`config.mk`:
```
export PLATFORM = sky130hd
export DESIGN_NAME = unit_buf_alloc
export DESIGN_NICKNAME = d
export VERILOG_FILES = /design/src/rtl/uab_pkg.sv /design/src/rtl/uab_count_table.sv /design/src/rtl/uab_layout_eval.sv /design/src/rtl/unit_buf_alloc.sv
export SDC_FILE = /design/constraint.sdc
export NUM_CORES = 1
export LEC_CHECK = 0
export BUFFER_PORTS_ARGS = -buffer_cell sky130_fd_sc_hd__buf_2
export CAP_MARGIN = 0
export CORE_UTILIZATION = 32
export DETAILED_ROUTE_END_ITERATION = 10
export PLACE_DENSITY = 0.54
export SLEW_MARGIN = 20
export SYNTH_ARGS = -nofsm -noshare
export SYNTH_HDL_FRONTEND = slang
export SYNTH_SLANG_ARGS = --single-unit
```
`constraint.sdc`:
```
create_clock -name clk -period 6.36 [get_ports clk]
set_clock_uncertainty 0.2 [all_clocks]
set_input_delay 0.636 -clock clk [delete_from_list [all_inputs] [get_ports clk]]
set_output_delay 0.636 -clock clk [all_outputs]
set_load 0.05 [all_outputs]
```
`src/rtl/uab_pkg.sv`:
```
package uab_pkg;
  localparam int NREG  = 5;
  localparam int CNT_W = 8;
  localparam int IDX_W = $clog2(NREG);

  typedef enum logic [1:0] {ST_IDLE, ST_EVAL, ST_CHECK} state_e;
  typedef enum logic [1:0] {TR_WIDE, TR_PREF, TR_MIN}   trial_e;
endpackage

```
`src/rtl/uab_count_table.sv`:
```
module uab_count_table
  import uab_pkg::*;
(
  input  trial_e           trial_i,
  input  logic [1:0]       variant_i,
  input  logic [IDX_W-1:0] idx_i,
  output logic [CNT_W-1:0] count_o
);
  logic [CNT_W-1:0] pref_cnt;
  logic [CNT_W-1:0] min_cnt;

  always_comb begin
    case (idx_i)
      3'd0:    begin pref_cnt = 8'd32; min_cnt = 8'd16; end
      3'd1:    begin pref_cnt = 8'd8;  min_cnt = 8'd4;  end
      3'd2:    begin pref_cnt = 8'd10; min_cnt = 8'd5;  end
      3'd3:    begin pref_cnt = 8'd8;  min_cnt = 8'd1;  end
      default: begin pref_cnt = 8'd4;  min_cnt = 8'd1;  end
    endcase
  end

  always_comb begin
    count_o = pref_cnt;
    if (trial_i == TR_MIN) begin
      count_o = min_cnt;
    end else if (trial_i == TR_WIDE) begin
      if (variant_i == 2'd2 && idx_i == 3'd0) count_o = 8'd128;
      if (variant_i == 2'd2 && idx_i == 3'd3) count_o = 8'd48;
      if (variant_i == 2'd1 && idx_i == 3'd0) count_o = 8'd64;
    end
  end
endmodule

```
`src/rtl/uab_layout_eval.sv`:
```
module uab_layout_eval
  import uab_pkg::*;
#(
  parameter int SZ_W  = 6,
  parameter int ACC_W = 17
) (
  input  logic                       clk,
  input  logic                       rst_n,
  input  logic                       clr_i,
  input  logic                       step_i,
  input  logic [IDX_W-1:0]           idx_i,
  input  logic [CNT_W-1:0]           count_i,
  input  logic [SZ_W-1:0]            size_i,
  output logic [ACC_W-1:0]           acc_o,
  output logic [NREG-1:0][ACC_W-1:0] starts_o
);
  logic [ACC_W-1:0]           acc_q, acc_d;
  logic [NREG-1:0][ACC_W-1:0] st_q, st_d;
  logic [ACC_W-1:0]           prod;

  assign prod = ACC_W'(count_i) * ACC_W'(size_i);

  always_comb begin
    acc_d = acc_q;
    st_d  = st_q;
    if (clr_i) begin
      acc_d = '0;
    end else if (step_i) begin
      acc_d = acc_q + prod;
    end
    for (int i = 0; i < NREG; i++) begin
      if (step_i && !clr_i && idx_i == IDX_W'(i)) st_d[i] = acc_q;
    end
  end

  always_ff @(posedge clk or negedge rst_n) begin
    if (!rst_n) begin
      acc_q <= '0;
      st_q  <= '0;
    end else begin
      acc_q <= acc_d;
      st_q  <= st_d;
    end
  end

  assign acc_o    = acc_q;
  assign starts_o = st_q;

  p_idx_range_r1: assert property (@(posedge clk) disable iff (!rst_n)
    step_i |-> (idx_i < IDX_W'(NREG)));
  p_acc_grows_r1: assert property (@(posedge clk) disable iff (!rst_n)
    (step_i && !clr_i) |=> (acc_q >= $past(acc_q)));
endmodule

```
`src/rtl/unit_buf_alloc.sv`:
```
module unit_buf_alloc
  import uab_pkg::*;
#(
  parameter int OFF_W = 10,
  parameter int SZ_W  = 6
) (
  input  logic             clk,
  input  logic             rst_n,
  input  logic             recompute_i,
  input  logic [1:0]       variant_i,
  input  logic [OFF_W-1:0] total_i,
  input  logic [SZ_W-1:0]  vtx_size_i,
  input  logic [SZ_W-1:0]  set_size_i,
  input  logic [SZ_W-1:0]  con_size_i,
  output logic             busy_o,
  output logic             done_o,
  output logic             update_o,
  output logic             constrained_o,
  output logic             error_o,
  output logic [OFF_W-1:0] vtx_start_o,
  output logic [OFF_W-1:0] geo_start_o,
  output logic [OFF_W-1:0] clp_start_o,
  output logic [OFF_W-1:0] set_start_o,
  output logic [OFF_W-1:0] con_start_o
);
  localparam int ACC_W = CNT_W + SZ_W + 3;
  localparam logic [IDX_W-1:0] LAST = IDX_W'(NREG - 1);

  logic [1:0] rs_q;
  logic       rst_int_n;

  always_ff @(posedge clk or negedge rst_n) begin
    if (!rst_n) rs_q <= 2'b00;
    else        rs_q <= {rs_q[0], 1'b1};
  end
  assign rst_int_n = rs_q[1];

  state_e                     state_q, state_d;
  trial_e                     trial_q, trial_d;
  logic [IDX_W-1:0]           idx_q, idx_d;
  logic [SZ_W-1:0]            vsz_q, vsz_d, ssz_q, ssz_d, csz_q, csz_d;
  logic                       cons_q, cons_d, err_q, err_d;
  logic                       done_q, done_d, upd_q, upd_d;
  logic [OFF_W-1:0]           total_q, total_d;
  logic [1:0]                 var_q, var_d;
  logic [NREG-1:0][OFF_W-1:0] out_q, out_d;

  logic [SZ_W-1:0]            vreq, sreq, creq, cur_size;
  logic                       need_rc, grow, shrink, fit, clr, step;
  logic [CNT_W-1:0]           cur_count;
  logic [ACC_W-1:0]           acc;
  logic [NREG-1:0][ACC_W-1:0] starts;

  assign vreq = (vtx_size_i == '0) ? SZ_W'(1) : vtx_size_i;
  assign sreq = (set_size_i == '0) ? SZ_W'(1) : set_size_i;
  assign creq = (con_size_i == '0) ? SZ_W'(1) : con_size_i;

  assign grow    = (vreq > vsz_q) || (sreq > ssz_q) || (creq > csz_q);
  assign shrink  = (vreq < vsz_q) || (sreq < ssz_q) || (creq < csz_q);
  assign need_rc = grow || (cons_q && shrink);

  assign cur_size = (idx_q == 3'd3) ? ssz_q :
                    (idx_q == 3'd4) ? csz_q : vsz_q;
  assign step = (state_q == ST_EVAL);
  assign fit  = (acc <= ACC_W'(total_q));

  uab_count_table u_cnt (
    .trial_i   (trial_q),
    .variant_i (var_q),
    .idx_i     (idx_q),
    .count_o   (cur_count)
  );

  uab_layout_eval #(.SZ_W(SZ_W), .ACC_W(ACC_W)) u_eval (
    .clk      (clk),
    .rst_n    (rst_int_n),
    .clr_i    (clr),
    .step_i   (step),
    .idx_i    (idx_q),
    .count_i  (cur_count),
    .size_i   (cur_size),
    .acc_o    (acc),
    .starts_o (starts)
  );

  always_comb begin
    state_d = state_q;  trial_d = trial_q;  idx_d = idx_q;
    vsz_d   = vsz_q;    ssz_d   = ssz_q;    csz_d = csz_q;
    cons_d  = cons_q;   err_d   = err_q;
    total_d = total_q;  var_d   = var_q;    out_d = out_q;
    done_d  = 1'b0;     upd_d   = 1'b0;     clr   = 1'b0;
    case (state_q)
      ST_IDLE: begin
        if (recompute_i) begin
          if (need_rc) begin
            vsz_d   = vreq;  ssz_d = sreq;  csz_d = creq;
            cons_d  = 1'b0;  err_d = 1'b0;
            total_d = total_i;
            var_d   = variant_i;
            trial_d = (variant_i == 2'd1 || variant_i == 2'd2) ? TR_WIDE : TR_PREF;
            idx_d   = '0;
            clr     = 1'b1;
            state_d = ST_EVAL;
          end else begin
            done_d = 1'b1;
          end
        end
      end
      ST_EVAL: begin
        idx_d = idx_q + IDX_W'(1);
        if (idx_q == LAST) state_d = ST_CHECK;
      end
      ST_CHECK: begin
        if (fit || trial_q == TR_MIN) begin
          for (int i = 0; i < NREG; i++) out_d[i] = starts[i][OFF_W-1:0];
          err_d   = !fit;
          done_d  = 1'b1;
          upd_d   = 1'b1;
          state_d = ST_IDLE;
        end else begin
          cons_d  = 1'b1;
          trial_d = (trial_q == TR_WIDE) ? TR_PREF : TR_MIN;
          idx_d   = '0;
          clr     = 1'b1;
          state_d = ST_EVAL;
        end
      end
      default: state_d = ST_IDLE;
    endcase
  end

  always_ff @(posedge clk or negedge rst_int_n) begin
    if (!rst_int_n) begin
      state_q <= ST_IDLE;  trial_q <= TR_PREF;  idx_q <= '0;
      vsz_q   <= '0;       ssz_q   <= '0;       csz_q <= '0;
      cons_q  <= 1'b0;     err_q   <= 1'b0;
      done_q  <= 1'b0;     upd_q   <= 1'b0;
      total_q <= '0;       var_q   <= '0;       out_q <= '0;
    end else begin
      state_q <= state_d;  trial_q <= trial_d;  idx_q <= idx_d;
      vsz_q   <= vsz_d;    ssz_q   <= ssz_d;    csz_q <= csz_d;
      cons_q  <= cons_d;   err_q   <= err_d;
      done_q  <= done_d;   upd_q   <= upd_d;
      total_q <= total_d;  var_q   <= var_d;    out_q <= out_d;
    end
  end

  assign busy_o        = (state_q != ST_IDLE);
  assign done_o        = done_q;
  assign update_o      = upd_q;
  assign constrained_o = cons_q;
  assign error_o       = err_q;
  assign vtx_start_o   = out_q[0];
  assign geo_start_o   = out_q[1];
  assign clp_start_o   = out_q[2];
  assign set_start_o   = out_q[3];
  assign con_start_o   = out_q[4];

  p_update_with_done_r9: assert property (@(posedge clk) disable iff (!rst_int_n)
    upd_q |-> done_q);
  p_done_single_r10: assert property (@(posedge clk) disable iff (!rst_int_n)
    done_q |=> !done_q);
  p_done_not_busy_r10: assert property (@(posedge clk) disable iff (!rst_int_n)
    done_q |-> !busy_o);
  p_vtx_at_zero_r1: assert property (@(posedge clk) disable iff (!rst_int_n)
    !busy_o |-> (vtx_start_o == '0));
  p_order_r1: assert property (@(posedge clk) disable iff (!rst_int_n)
    (!err_q && !busy_o) |-> (geo_start_o >= vtx_start_o && clp_start_o >= geo_start_o &&
                             set_start_o >= clp_start_o && con_start_o >= set_start_o));
  p_fit_bound_r2: assert property (@(posedge clk) disable iff (!rst_int_n)
    (upd_q && !err_q) |-> (con_start_o <= total_q));
  p_err_constrained_r8: assert property (@(posedge clk) disable iff (!rst_int_n)
    err_q |-> cons_q);
  p_noop_stable_r4: assert property (@(posedge clk) disable iff (!rst_int_n)
    (done_q && !upd_q) |-> ($stable(con_start_o) && $stable(cons_q) && $stable(err_q)));
endmodule

```
==> results of run 1 <==
-- worst max-delay path: stages (launching register included) --
cell	delay, ns
dfrtp_1	0.43
ha_1	0.26
ha_4	0.23
nand2_1	0.09
o21ai_0	0.08
nor2_1	0.18
nor2_1	0.09
nor2_1	0.19
nand2_1	0.10
fa_1	0.51
fa_1	0.55
inv_1	0.05
fa_1	0.52
inv_1	0.05
fa_1	0.49
inv_1	0.04
ha_1	0.37
and3_1	0.19
a21oi_1	0.05
a21oi_1	0.22
nor3_1	0.11
or4_1	0.53
a21o_1	0.17
a211oi_1	0.23
-- per-layer routing --
metal	routed length, µm	share of wire
met1	10500	0.49
met5	0	0
met2	9830	0.46
met4	448	0.021
met3	749	0.035
-- placed cells by master (no fill, tap or decap), drive strengths merged, types with 7 or more instances in the layout --
master and instances:
dfrtp 159, inv 136, mux2 111, buf 106
ha 64, nand2 60, nor2 54, fa 36
o21ai 34, a21oi 32, nor3 24, clkbuf 18
nand3 12, a21o 11, mux2i 10, nand2b 9
nor2b 9, xnor2 7
-- state kept, by name, indices dropped and copies added (netlist names), 3 cells and up --
register	flops
ssz_q	6
u_eval.starts_o	50
clp_start_o	10
idx_q	3
vsz_q	6
vtx_start_o	10
set_start_o	10
csz_q	6
con_start_o	10
total_q	10
geo_start_o	10
u_eval.acc_o	17
-- cells by family after synthesis --
family                     after synthesis  synth area share
and+or+nand+nor                        198            0.0981
DFF                                    160             0.419
buffers and inverters                  160            0.0738
muxes                                  121             0.159
AOI/OAI and AO/OA                      120            0.0809
adders and majority gates              100             0.159
xor gates and xnor gates                10           0.00917
other                                    1          0.000392
-- final cells by class --
class,instances,area [µm²]
Clock buffer,18,429
Clock inverter,14,148
Fill cell,2926,17900
Inverter,129,484
Multi-Input combinational cell,550,4930
Sequential cell,160,4010
Tap cell,384,480
Timing Repair Buffer,107,588
-- stage by stage --
stage | area, µm² | std cells
6_report | 11100 | 1362
5_1_grt | 11100 | 1362
4_1_cts | 11000 | 1361
3_5_place_dp | 10400 | 1328
3_3_place_gp | 10400 | 1328
2_1_floorplan | 9560 | 870
-- timing repair --
item | in CTS | in global routing
resized for setup | 0 | 16
setup buffers | 0 | 1
hold endpoints to repair | 2 | 0
hold buffers | 1 | 0
endpoints found under the setup margin | 0 | 7
-- worst min path at each step --
stage	startpoint	endpoint	slack, ns
after detailed placement	rs_q[0]	rs_q[1]	0.14
after floorplan	rs_q[0]	rs_q[1]	0.13
after global placement	rs_q[0]	rs_q[1]	0.14
after CTS	rs_q[0]	rs_q[1]	0.16
after global routing	rs_q[0]	rs_q[1]	0.18
final	rs_q[0]	rs_q[1]	0.15
==> impl_results.rst, run 1 <==
.. list-table::
   :header-rows: 1

   * - Metric
     - Value
   * - Worst Reg-to-Reg Cells
     - 23
   * - Reg clk slew, reported paths
     - roughly 0.070 ns
   * - Post-synthesis instance total
     - between 800 and 900
   * - Initial antenna violation count
     - 0
   * - Total negative slack for setup checks
     - 0 ns
   * - Worst R2R Start
     - idx_q[0]
   * - Global Route met2 Usage
     - 0.236
   * - Net count of the mapped netlist
     - 1,003
   * - Share of the core filled with cells in the final layout
     - 0.382
   * - Commonest cells post-synth
     - dfrtp_1, inv_1, ha_1
   * - Flip-flop and latch count after synthesis
     - 160
   * - Shortest period the worst path allows
     - roughly 6.0 ns
   * - Root buffer cell
     - clkbuf_16
   * - Worst setup endpoint
     - u_eval.acc_o[15]
   * - Crit path setup slack, layout
     - between 0.3 and 0.4 ns
   * - Fraction of final layout cells with drive strength greater than 1
     - 0.278
   * - First-pass detailed-route iteration total
     - 5
   * - ANT nets after route
     - 0
   * - Core Footprint
     - a little under 30,000 µm²
   * - Top achievable clock speed
     - ~0.17 GHz
   * - Mapped cell area
     - around 9600 µm²
   * - Total number of placement rows
     - between 60 and 70
   * - Cell depth of the worst hold path
     - 0
   * - Total half-perimeter wirelength after legalization and detailed placement
     - between 15,000 and 20,000 µm
   * - Met1 usage
     - 0.205
   * - Syn avg cell area
     - roughly 11 µm²
   * - Number of warning messages in the yosys log
     - 0
   * - Max-slew violation count
     - 0
   * - IO Pins
     - 88
   * - Library cell with the largest summed area after synthesis
     - dfrtp_1
   * - Via count of the first global-routing pass
     - 6,412
   * - Count of inserted antenna diode cells
     - 0
   * - IO Port Bufs
     - between 80 and 90
   * - Initial Util
     - 0.329
   * - Minimum setup slack among reg-to-reg paths
     - roughly 0.31 ns
   * - Tightest slew margin relative to the limit
     - 0.294
   * - Detail-routed net length per standard cell
     - 15.8 µm
   * - Highest fanout seen on the critical path
     - 13
   * - Max capacitance violation total
     - 0
   * - Fraction of the cycle the final worst path needs
     - 0.951
   * - Maximum level of the CTS H-tree
     - 4
   * - Tot GR Track Use
     - 0.149
   * - Routing layer with the top usage in global route
     - met2
   * - Net count reported at finish
     - around 1.1k
   * - Clock tree from TritonCTS
     - done
   * - Vias
     - roughly 6.3k
   * - Yosys cell types
     - 59
   * - Clk Latency, worst-skew pair
     - approximately 0.43 ns
   * - GR Layer Usage met3
     - 0.0244
   * - Worst hold slack across all endpoints
     - approximately 0.15 ns
   * - Worst setup startpoint
     - idx_q[0]
   * - Capturing point of the worst reg2reg path
     - u_eval.acc_o[15]
   * - Total DRC errors in the routed layout
     - 0
   * - Final-report setup violation count
     - 0
   * - Horizontal extent of the die
     - around 170 µm
   * - Post-detailed-routing wire length
     - 21,500 µm
   * - Type of the tightest min-delay check
     - register to register
   * - Final GP Congestion
     - 0.856
   * - Routed via count divided by cell count
     - approximately 4.6
   * - Top-area cell type share of the netlist area
     - 0.416
   * - WS Path Type
     - register to register
   * - Flip-flop cell with the highest count after synthesis
     - dfrtp_1
   * - Worst Path Arrival
     - about 6.2 ns
   * - Category of the worst setup path capture point
     - register
   * - Number of violations reported at the end of detailed-routing iteration 0
     - roughly 370
   * - Area of the die
     - 30,600 µm²
   * - FFs w/ async S/R, synth
     - 1.00
   * - Kind of start point of the critical path
     - register
   * - Area added between synthesis and finish
     - 15.9%
   * - Overall die height
     - ~170 µm
   * - Worst Tran Pin Value
     - 1.06 ns
   * - CTS Sinks
     - 160
   * - Global-route wire length before repair
     - ~35,000 µm
   * - Most area-consuming cells after synthesis
     - dfrtp_1, ha_1, fa_1
   * - Setup slack after placement
     - around 0.1 ns
   * - Pin count of the biggest net entering global routing
     - 61
   * - CTS Buf Count
     - 17
   * - Clk buf depth
     - 2
   * - Critical Path RT
     - 6.48 ns
   * - Sequential share of the synthesized area
     - 0.419
   * - Final hold violation count
     - 0
   * - Most common cell in the synthesized netlist
     - dfrtp_1
   * - Global route overflow
     - 0
   * - Count of flip-flops with a built-in enable after synthesis
     - 0
   * - Run status
     - complete, no violations
Power of run 1 is not shown: default switching activity piles up to over one toggle a cycle in this logic, so the estimate is an artifact.
==> inputs of run 2 (changes only) <==
Settings changed: BUFFER_PORTS_ARGS -buffer_cell sky130_fd_sc_hd__buf_2 to unset, DONT_BUFFER_PORTS set to 1, PLACE_DENSITY 0.54 to 0.52.
==> impl_results.rst, run 2 (synthesis results as in run 1) <==
.. list-table::
   :header-rows: 1

   * - Metric
     - Value
   * - Run status
     - complete, no violations
   * - Worst R2R Start
     - idx_q[1]
   * - Endpoint, Worst Hold
     - var_q[1]
   * - Post-detailed-routing wire length
     - 21,100 µm (-1.7%)
   * - Worst Reg-to-Reg Cells
     - 22 (-4.3%)
   * - Initial Util
     - 0.329 (unchanged)
   * - Share of the core filled with cells in the final layout
     - 0.368 (-0.0132)
   * - IO Pins
     - 88 (unchanged)
   * - Area of the die
     - 30,600 µm² (unchanged)
   * - CTS Buf Count
     - 17 (unchanged)
   * - Clock tree from TritonCTS
     - done
   * - Area post-placement
     - 10000 µm² (-4.0%)
   * - Setup slack after placement
     - 0.147 ns (+0.0467 ns)
   * - Minimum setup slack among reg-to-reg paths
     - 0.34 ns (+0.03 ns)
   * - Initial antenna violation count
     - 0 (unchanged)
   * - Area of all placed cells without fillers
     - 10,700 µm² (-3.5%)
   * - Global-route wire length before repair
     - 34,300 µm (-2.8%)
   * - Root buffer cell
     - clkbuf_16
   * - Total DRC errors in the routed layout
     - 0 (unchanged)
   * - Highest fanout seen on the critical path
     - 16 (+3)
   * - Reg clk slew, reported paths
     - 0.08 ns (about the same)
   * - Horizontal extent of the die
     - 175 µm (unchanged)
   * - Detail-routed net length per standard cell
     - 16.5 µm (+4.6%)
   * - Final GP Congestion
     - 0.845 (-1.2%)
   * - Fraction of final layout cells with drive strength greater than 1
     - 0.212 (-0.0661)
   * - Worst Tran Pin Value
     - 1.13 ns (+0.0722 ns)
   * - Cell depth of the worst hold path
     - 1 (+1)
   * - Tot GR Track Use
     - 0.146 (-0.00293)
   * - Shortest period the worst path allows
     - 6.02 ns (-0.0253 ns)
   * - Clk Latency, worst-skew pair
     - 0.43 ns (about the same)
   * - Final hold violation count
     - 0 (unchanged)
   * - Net count reported at finish
     - 1,016 (-7.5%)
   * - Area added between synthesis and finish
     - 11.8%
   * - Core Footprint
     - 29,000 µm² (unchanged)
   * - Total negative slack for setup checks
     - 0 ns (unchanged)
   * - Pin count of the biggest net entering global routing
     - 74 (+21%)
   * - Total number of placement rows
     - 62 (unchanged)
   * - Fillers
     - 2,876 (-1.7%)
   * - Clk buf depth
     - 2 (unchanged)
   * - Max-slew violation count
     - 0 (unchanged)
   * - Crit path setup slack, layout
     - 0.338 ns (+0.0253 ns)
   * - Top achievable clock speed
     - 0.166 GHz (+0.42%)
   * - IO Port Bufs
     - 0 (-100%)
   * - WS Path Type
     - register to register
   * - RSZ-0062 raised after global routing
     - no
   * - Critical Path RT
     - 6.51 ns (+0.03 ns)
   * - Leading cell types in the layout, fill and taps excluded
     - dfrtp_1, inv_1, ha_1, nand2_1, mux2_2
   * - Count of inserted antenna diode cells
     - 0 (unchanged)
   * - Capturing point of the worst reg2reg path
     - u_eval.acc_o[15]
   * - Overall die height
     - 175 µm (unchanged)
   * - ANT nets after route
     - 0 (unchanged)
   * - First-pass detailed-route iteration total
     - 4 (-1)
   * - Final-report setup violation count
     - 0 (unchanged)
   * - Origin of the worst min-delay path
     - variant_i[1]
   * - Kind of start point of the critical path
     - register
   * - Via count of the first global-routing pass
     - 6,161 (-3.9%)
   * - Type of the tightest min-delay check
     - primary input to register
   * - Global route overflow
     - 0 (unchanged)
   * - Number of violations reported at the end of detailed-routing iteration 0
     - 307 (-17%)
   * - Fraction of the cycle the final worst path needs
     - 0.947 (-0.00397)
   * - Vias
     - 6,002 (-4.7%)
   * - Routed via count divided by cell count
     - 4.69 (+1.4%)
   * - Maximum level of the CTS H-tree
     - 4 (unchanged)
   * - Tightest slew margin relative to the limit
     - 0.245 (-0.0483)
   * - Category of the worst setup path capture point
     - register
   * - Worst Path Arrival
     - 6.17 ns (about the same)
   * - CTS Sinks
     - 160 (unchanged)
   * - Largest register FFs
     - 50 (unchanged)
   * - Total half-perimeter wirelength after legalization and detailed placement
     - 15,700 µm (-1.7%)
   * - Max capacitance violation total
     - 0 (unchanged)
   * - Most common cell after layout, fill and taps aside
     - dfrtp_1
==> run 2: critical path, cell delays in order (launching register included) <==
cell and delay, ns:
dfrtp_1 0.40, buf_4 0.14, ha_1 0.20, ha_4 0.23, buf_4 0.16, nor4_1 0.35
a21o_1 0.18, nand2b_1 0.08, fa_1 0.47, fa_1 0.54, inv_1 0.05, fa_1 0.53
inv_1 0.05, fa_1 0.49, inv_1 0.05, ha_1 0.37, and3_1 0.18, a21oi_1 0.05
a21oi_1 0.20, nor3_1 0.11, or4_4 0.52, a21o_1 0.17, a211oi_1 0.21
==> run 2: routing by layer <==
| metal | GRT usage | up-vias | share of wire |
|---|---|---|---|
| met5 | 0 | - | 0 |
| met4 | 0.0533 | 0 | 0.023 |
| met1 | 0.194 | 2925 | 0.48 |
| met3 | 0.0335 | 25 | 0.044 |
| li1 | - | 2932 | - |
| met2 | 0.231 | 120 | 0.45 |
==> run 2: final cells by class <==
class                   count  area (µm²)  share of cell area
clock inverters            15         160              0.0150
well taps                 384         480              0.0450
clock buffers              17         425              0.0398
multi-input cells         550        4940               0.462
inverters                 129         484              0.0453
repair buffers             25         190              0.0178
flip-flops and latches    160        4010               0.375
==> run 2: worst max-delay path by stage <==
stage          startpoint          endpoint  cells after the start
4_1_cts          idx_q[1]  u_eval.acc_o[15]                     25
3_5_place_dp     idx_q[1]  u_eval.acc_o[15]                     25
5_1_grt          idx_q[0]  u_eval.acc_o[15]                     26
3_3_place_gp     idx_q[1]  u_eval.acc_o[15]                     25
6_report         idx_q[1]  u_eval.acc_o[15]                     22
2_1_floorplan    idx_q[2]  u_eval.acc_o[16]                     22
==> run 2: through the flow <==
stage / instances / hold slack [ns]
floorplan: 870 / 0.131
global placement: 1243 / 0.136
detailed placement: 1243 / 0.135
CTS: 1276 / 0.110
global route: 1280 / 0.112
finish: 1280 / 0.135
==> run 2: what timing repair did <==
| action | 4_1_cts | 5_1_grt |
|---|---|---|
| hold endpoints to repair | 2 | 0 |
| buffers inserted | 0 | 4 |
| gates resized for setup | 0 | 14 |
| endpoints found under the setup margin | 0 | 6 |
| hold buffers | 1 | 0 |
Power of run 2 is left out for the same reason.
